[src/rtl/sw_pkg.sv]
package sw_pkg;
  typedef enum logic [1:0] {
    OP_INIT  = 2'b00,
    OP_WRITE = 2'b01,
    OP_READ  = 2'b10,
    OP_NONE  = 2'b11
  } sw_op_e;

  typedef enum logic [2:0] {
    ST_IDLE,
    ST_RST_LOW,
    ST_RST_WAIT,
    ST_SLOT,
    ST_REC
  } sw_state_e;

  function automatic int max2(input int a, input int b);
    return (a > b) ? a : b;
  endfunction
endpackage

[src/rtl/sw_us_tick.sv]
module sw_us_tick #(
  parameter int CLK_PER_US = 100
) (
  input  logic clk_i,
  input  logic rst_ni,
  input  logic clr_i,
  output logic tick_o
);
  localparam int CW = (CLK_PER_US > 1) ? $clog2(CLK_PER_US) : 1;
  localparam logic [CW-1:0] LAST = CW'(CLK_PER_US - 1);

  logic [CW-1:0] cnt_q;

  always_ff @(posedge clk_i or negedge rst_ni) begin
    if (!rst_ni)            cnt_q <= '0;
    else if (clr_i)         cnt_q <= '0;
    else if (cnt_q == LAST) cnt_q <= '0;
    else                    cnt_q <= cnt_q + 1'b1;
  end

  assign tick_o = !clr_i && (cnt_q == LAST);

  generate
    if (CLK_PER_US > 1) begin : g_gap_chk

      tick_gap_chk: assert property (@(posedge clk_i) disable iff (!rst_ni)
        tick_o |=> !tick_o);
    end
  endgenerate
endmodule

[src/rtl/sw_line_sync.sv]
module sw_line_sync (
  input  logic clk_i,
  input  logic rst_ni,
  input  logic d_i,
  output logic q_o
);
  logic [1:0] sync_q;

  // idle line level is high
  always_ff @(posedge clk_i or negedge rst_ni) begin
    if (!rst_ni) sync_q <= 2'b11;
    else         sync_q <= {sync_q[0], d_i};
  end

  assign q_o = sync_q[1];
endmodule

[src/rtl/sw_slot_seq.sv]
module sw_slot_seq
  import sw_pkg::*;
#(
  parameter int RST_LOW_US  = 480,
  parameter int PRES_US     = 70,
  parameter int RST_HIGH_US = 480,
  parameter int SLOT_US     = 65,
  parameter int REC_US      = 5,
  parameter int REL_US      = 6,
  parameter int SMP_US      = 15
) (
  input  logic       clk_i,
  input  logic       rst_ni,
  input  logic       tick_i,
  input  logic       line_s_i,
  input  logic       cmd_valid_i,
  input  logic [1:0] cmd_op_i,
  input  logic       cmd_wbit_i,
  output logic       busy_o,
  output logic       done_o,
  output logic       presence_o,
  output logic       rd_bit_o,
  output logic       drive_low_o
);
  localparam int MAX_US = max2(max2(RST_LOW_US, RST_HIGH_US), max2(SLOT_US, REC_US));
  localparam int EL_W   = $clog2(MAX_US + 1);

  localparam logic [EL_W-1:0] E_RST_LOW  = EL_W'(RST_LOW_US);
  localparam logic [EL_W-1:0] E_PRES     = EL_W'(PRES_US);
  localparam logic [EL_W-1:0] E_RST_HIGH = EL_W'(RST_HIGH_US);
  localparam logic [EL_W-1:0] E_SLOT     = EL_W'(SLOT_US);
  localparam logic [EL_W-1:0] E_REC      = EL_W'(REC_US);
  localparam logic [EL_W-1:0] E_REL      = EL_W'(REL_US);
  localparam logic [EL_W-1:0] E_SMP      = EL_W'(SMP_US);

  sw_state_e       st_q;
  sw_op_e          op_q;
  sw_op_e          op_in;
  logic            bit_q;
  logic [EL_W-1:0] el_q;
  logic [EL_W-1:0] el_nx;

  assign op_in = sw_op_e'(cmd_op_i);
  assign el_nx = el_q + 1'b1;

  always_ff @(posedge clk_i or negedge rst_ni) begin
    if (!rst_ni) begin
      st_q        <= ST_IDLE;
      op_q        <= OP_NONE;
      bit_q       <= 1'b0;
      el_q        <= '0;
      drive_low_o <= 1'b0;
      done_o      <= 1'b0;
      presence_o  <= 1'b0;
      rd_bit_o    <= 1'b0;
    end else begin
      done_o <= 1'b0;
      unique case (st_q)
        ST_IDLE: begin
          if (cmd_valid_i && op_in != OP_NONE) begin
            op_q        <= op_in;
            bit_q       <= cmd_wbit_i;
            el_q        <= '0;
            drive_low_o <= 1'b1;
            if (op_in == OP_INIT) begin
              st_q       <= ST_RST_LOW;
              presence_o <= 1'b0;
            end else begin
              st_q <= ST_SLOT;
            end
          end
        end
        ST_RST_LOW: if (tick_i) begin
          el_q <= el_nx;
          if (el_nx == E_RST_LOW) begin
            drive_low_o <= 1'b0;
            el_q        <= '0;
            st_q        <= ST_RST_WAIT;
          end
        end
        ST_RST_WAIT: if (tick_i) begin
          el_q <= el_nx;
          if (el_nx == E_PRES) presence_o <= !line_s_i;
          if (el_nx == E_RST_HIGH) begin
            st_q   <= ST_IDLE;
            done_o <= 1'b1;
          end
        end
        ST_SLOT: if (tick_i) begin
          el_q <= el_nx;
          // write-0 keeps the line low to the slot end
          if (el_nx == E_REL && !(op_q == OP_WRITE && !bit_q)) drive_low_o <= 1'b0;
          if (el_nx == E_SMP && op_q == OP_READ) rd_bit_o <= line_s_i;
          if (el_nx == E_SLOT) begin
            drive_low_o <= 1'b0;
            el_q        <= '0;
            st_q        <= ST_REC;
          end
        end
        ST_REC: if (tick_i) begin
          el_q <= el_nx;
          if (el_nx == E_REC) begin
            st_q   <= ST_IDLE;
            done_o <= 1'b1;
          end
        end
        default: st_q <= ST_IDLE;
      endcase
    end
  end

  assign busy_o = (st_q != ST_IDLE);


  busy_ignore_chk: assert property (@(posedge clk_i) disable iff (!rst_ni)
    (busy_o && cmd_valid_i) |=> ($stable(op_q) && $stable(bit_q)));

  rst_low_chk: assert property (@(posedge clk_i) disable iff (!rst_ni)
    (st_q == ST_RST_LOW) |-> drive_low_o);

  w0_hold_chk: assert property (@(posedge clk_i) disable iff (!rst_ni)
    (st_q == ST_SLOT && op_q == OP_WRITE && !bit_q) |-> drive_low_o);

  rec_release_chk: assert property (@(posedge clk_i) disable iff (!rst_ni)
    (st_q == ST_REC) |-> !drive_low_o);

  done_idle_chk: assert property (@(posedge clk_i) disable iff (!rst_ni)
    done_o |-> !busy_o);

  pres_stable_chk: assert property (@(posedge clk_i) disable iff (!rst_ni)
    (st_q == ST_SLOT || st_q == ST_REC) |=> $stable(presence_o));
endmodule

[src/rtl/sw_master_engine.sv]
module sw_master_engine #(
  parameter int CLK_PER_US  = 100,
  parameter int RST_LOW_US  = 480,
  parameter int PRES_US     = 70,
  parameter int RST_HIGH_US = 480,
  parameter int SLOT_US     = 65,
  parameter int REC_US      = 5,
  parameter int REL_US      = 6,
  parameter int SMP_US      = 15
) (
  input  logic       clk_i,
  input  logic       rst_ni,
  input  logic       cmd_valid_i,
  input  logic [1:0] cmd_op_i,
  input  logic       cmd_wbit_i,
  output logic       busy_o,
  output logic       done_o,
  output logic       presence_o,
  output logic       rd_bit_o,
  output logic       line_drive_low_o,
  input  logic       line_i
);
  logic tick;
  logic line_s;
  logic busy;

  sw_us_tick #(.CLK_PER_US(CLK_PER_US)) i_tick (
    .clk_i  (clk_i),
    .rst_ni (rst_ni),
    .clr_i  (!busy),
    .tick_o (tick)
  );

  sw_line_sync i_sync (
    .clk_i  (clk_i),
    .rst_ni (rst_ni),
    .d_i    (line_i),
    .q_o    (line_s)
  );

  sw_slot_seq #(
    .RST_LOW_US  (RST_LOW_US),
    .PRES_US     (PRES_US),
    .RST_HIGH_US (RST_HIGH_US),
    .SLOT_US     (SLOT_US),
    .REC_US      (REC_US),
    .REL_US      (REL_US),
    .SMP_US      (SMP_US)
  ) i_seq (
    .clk_i       (clk_i),
    .rst_ni      (rst_ni),
    .tick_i      (tick),
    .line_s_i    (line_s),
    .cmd_valid_i (cmd_valid_i),
    .cmd_op_i    (cmd_op_i),
    .cmd_wbit_i  (cmd_wbit_i),
    .busy_o      (busy),
    .done_o      (done_o),
    .presence_o  (presence_o),
    .rd_bit_o    (rd_bit_o),
    .drive_low_o (line_drive_low_o)
  );

  assign busy_o = busy;
endmodule

[config.mk]
export PLATFORM = sky130hd
export DESIGN_NAME = sw_master_engine
export DESIGN_NICKNAME = d
export VERILOG_FILES = /design/src/rtl/sw_pkg.sv /design/src/rtl/sw_us_tick.sv /design/src/rtl/sw_line_sync.sv /design/src/rtl/sw_slot_seq.sv /design/src/rtl/sw_master_engine.sv
export SDC_FILE = /design/constraint.sdc
export NUM_CORES = 1
export LEC_CHECK = 0
export BUFFER_PORTS_ARGS = -buffer_cell sky130_fd_sc_hd__buf_4
export CAP_MARGIN = 20
export CORE_UTILIZATION = 35
export CTS_CLUSTER_SIZE = 40
export DETAILED_ROUTE_END_ITERATION = 6
export GPL_ROUTABILITY_DRIVEN = 0
export GPL_TIMING_DRIVEN = 0
export HOLD_SLACK_MARGIN = 0.15
export SYNTH_ARGS = -nofsm -noshare
export SYNTH_HDL_FRONTEND = slang
export SYNTH_HIERARCHICAL = 1
export SYNTH_SLANG_ARGS = --single-unit
[constraint.sdc]
create_clock -name clk_i -period 2.63 [get_ports clk_i]
set_clock_uncertainty 0.15 [all_clocks]
set_input_delay 0.263 -clock clk_i [delete_from_list [all_inputs] [get_ports clk_i]]
set_output_delay 0.263 -clock clk_i [all_outputs]
set_load 0.1 [all_outputs]
==> metrics.txt <==
run status=complete, no violations; routed vias=1583; leakage power=0.8656 nW; drc violations=0; Post-synth EDFFs=0; largest net degree at the start of global routing=29; Synth Net Count=211; post-route antenna net violation count=0; VDD IR max=284.5 uV; Die ar.=between 0.005 and 0.006 mm^2; layout net count=234; synth warn=6; PD cells=680.9 mW/mm^2; Tmin final=2478 ps; vias in the first global route=roughly 1.5k; routed vias/inst=5.459; syn avg cell area=9.283 um^2; Seq/Total Area, Yosys=38.39%; dpl ws=-114.8 ps; DRT Wirelength=4.281 mm; unrepaired setup endpoints after global routing=false; Critical Path End Type=flip-flop; core area=0.005075 mm^2; Hold Crit Class=flip-flop to flip-flop; post-route cell area=0.002202 mm^2; Root Buffer=clkbuf_8; Antenna Cells=0; Synth cell types=56; Std-Cell Rows=26; Post-Syn Instances=198; GRT Residual Overflow=0; share of layout cells above drive strength 1=between 20 and 25%; chip height=about 74 um; f_max=403.5 MHz; Initial Utilization=36.22%; Critical Path Source Type=flip-flop; chip width=74.47 um; fill count=523; CTS clk-pin slew, worst paths=100 ps; port bufs=11; later-pin clock latency in the skew report=between 200 and 300 ps; top_reg_cell synth=dfrtp_1; CP max FO=8; Setup WS post-layout=151.9 ps; Worst Path Required=between 2000 and 3000 ps; #FFs+latches synth=28; final instance count without filler cells=290; Arrival @ worst endpoint=2500 ps; initial antenna violation count=0; Max Transition Viols Final=0; CTS Buf Count=3; drt first pass iters=4; CTS tree=yes; GRT Total Usage=17.67%; boundary pin count=12; area post-placement=0.002026 mm^2; Tcrit/Tclk final=94.22%; Final Hold Viols=0; Multi-input gate area=0.001097 mm^2; CTS Sinks=28; clk buf depth=2; max-cap violation count=0; htree depth=1; CP Class=flip-flop to flip-flop; drt wl/cell=14.76 um; max_slew headroom=between 60% and 70%; FF/Latch Area=~710 um^2; area of the mapped netlist=0.001838 mm^2; Power, Total=1.499 mW; Cells after DPL=279; Tightest Pin Transition=496.5 ps; dpl hpwl=3.069 mm; Synth-to-Final Area Change=19.81%; R2R setup slack=150 ps; first-pass GRT wire length=7.362 mm; final setup violating endpoints=0; violation count after the first detailed-routing iteration=89; share of flip-flops with an asynchronous set or reset=100.0%; Fin Setup TNS=0 ps
-- repair_timing --
action	4_1_cts	5_1_grt
resized for setup	5	4
endpoints found under the hold margin	32	0
hold buffers	5	0
pin swaps	1	1
endpoints found under the setup margin	9	11
gates cloned	0	0
buffers inserted	1	3
-- area by class of cell --
class	count	share of cell area (%)
buffer	7	2.045
clock buffer	3	1.875
multi-input combinational	154	49.83
timing repair buffer	20	7.386
clock inverter	1	1.364
tap	70	3.977
sequential	28	32.16
inverter	7	1.364
-- report_power, final --
part / switching, mW / internal (mW)
combinational: 0.303 / 0.216
clock: 0.140 / 0.204
sequential: 0.0923 / 0.543
-- critical path, stage by stage, from the launching register on --
cell and delay [ps]:
dfrtp_2 400, ha_1 150, buf_4 150, nand3_1 110
or3_1 390, a22o_4 290, o31ai_4 230, o2111ai_4 200
a32o_1 300
-- layout by cell type (no fill, tap or decap), types with 2 or more instances in the layout --
cell           netlist  final
dfrtp_1             24     22
buf_4                2     17
nand2_1             16     16
nor2_1              17     16
nand3_1             14     12
o21ai_0              9      9
nor3_1               8      7
inv_1                7      6
xnor2_1              6      6
ha_1                 6      6
dlygate4sd3_1        0      5
or3_1                5      5
a21oi_1              5      5
nand4_1              4      4
and2_1               4      4
xor2_1               4      4
dfstp_2              4      4
clkbuf_8             0      3
nand3_2              1      3
and3_1               4      3
nand2b_1             3      3
nor3b_1              3      3
nor4_1               3      3
o22ai_1              4      3
mux2_2               3      3
buf_2                2      2
o21ai_1              2      2
nor2b_1              2      2
a21o_1               2      2
o31ai_1              2      2
a32o_1               2      2
dfrtp_2              0      2
-- through the flow --
stage / hold WS (ps) / utilization, %
finish: 218.1 / 43.39
global route: 223.7 / 43.39
CTS: 216.8 / 42.75
detailed placement: 59.99 / 39.92
global placement: 57.24 / 39.92
floorplan: -182.6 / -
-- state kept, by name (all words and copies together), names as in the netlist --
register,count
i_seq/presence_o,1
i_seq/op_q,2
i_seq/rd_bit_o,1
i_seq/bit_q,1
i_tick/cnt_q,7
i_seq/done_o,1
i_seq/el_q,9
i_seq/st_q,3
i_sync/sync_q,2
i_seq/drive_low_o,1
-- cells by family (layout without fill, tap and decap cells) --
family                     Yosys count  after routing  share of synthesized area (%)
AOI/OAI and AO/OA                   44             44                          18.99
xor gates and xnor gates            10             10                          4.765
adders and majority gates            6              6                          4.084
buffers and inverters               16             38                          4.220
DFF                                 28             28                          38.39
muxes                                5              5                          2.995
and+or+nand+nor                     89             89                          26.55
-- path summary, 6_finish.rpt --
path | start | to | depth (start not counted)
worst max register to register | i_seq/el_q[0] | i_seq/el_q[5] | 8
worst min register to register | i_sync/sync_q[0] | i_sync/sync_q[1] | 0
max in group asynchronous | rst_ni | i_seq/op_q[1] | 2
worst max-delay path | i_seq/el_q[0] | i_seq/el_q[5] | 8
worst min-delay path | i_sync/sync_q[0] | i_sync/sync_q[1] | 0
min in group asynchronous | rst_ni | i_seq/st_q[2] | 2
-- Yosys cell counts (5+ instances only) --
cell type | n | area share (%)
ha_1 | 6 | 4.1
nand2_1 | 16 | 3.3
nand3_1 | 14 | 3.8
o21ai_0 | 9 | 2.5
nor3_1 | 8 | 2.2
a21oi_1 | 5 | 1.4
xnor2_1 | 6 | 2.9
nor2_1 | 17 | 3.5
dfrtp_1 | 24 | 33
inv_1 | 7 | 1.4
or3_1 | 5 | 1.7
-- per-layer routing --
| layer | global-route usage (%) | vias to the layer above | routed length, um |
|---|---|---|---|
| met3 | 2.033 | 4 | 146 |
| met5 | 0 | - | 0 |
| met1 | 25.74 | 778 | 2069 |
| met2 | 26.53 | 31 | 2004 |
| li1 | - | 770 | - |
| met4 | 7.338 | 0 | 61 |
Note: power is estimated with default switching activity, not from simulation.
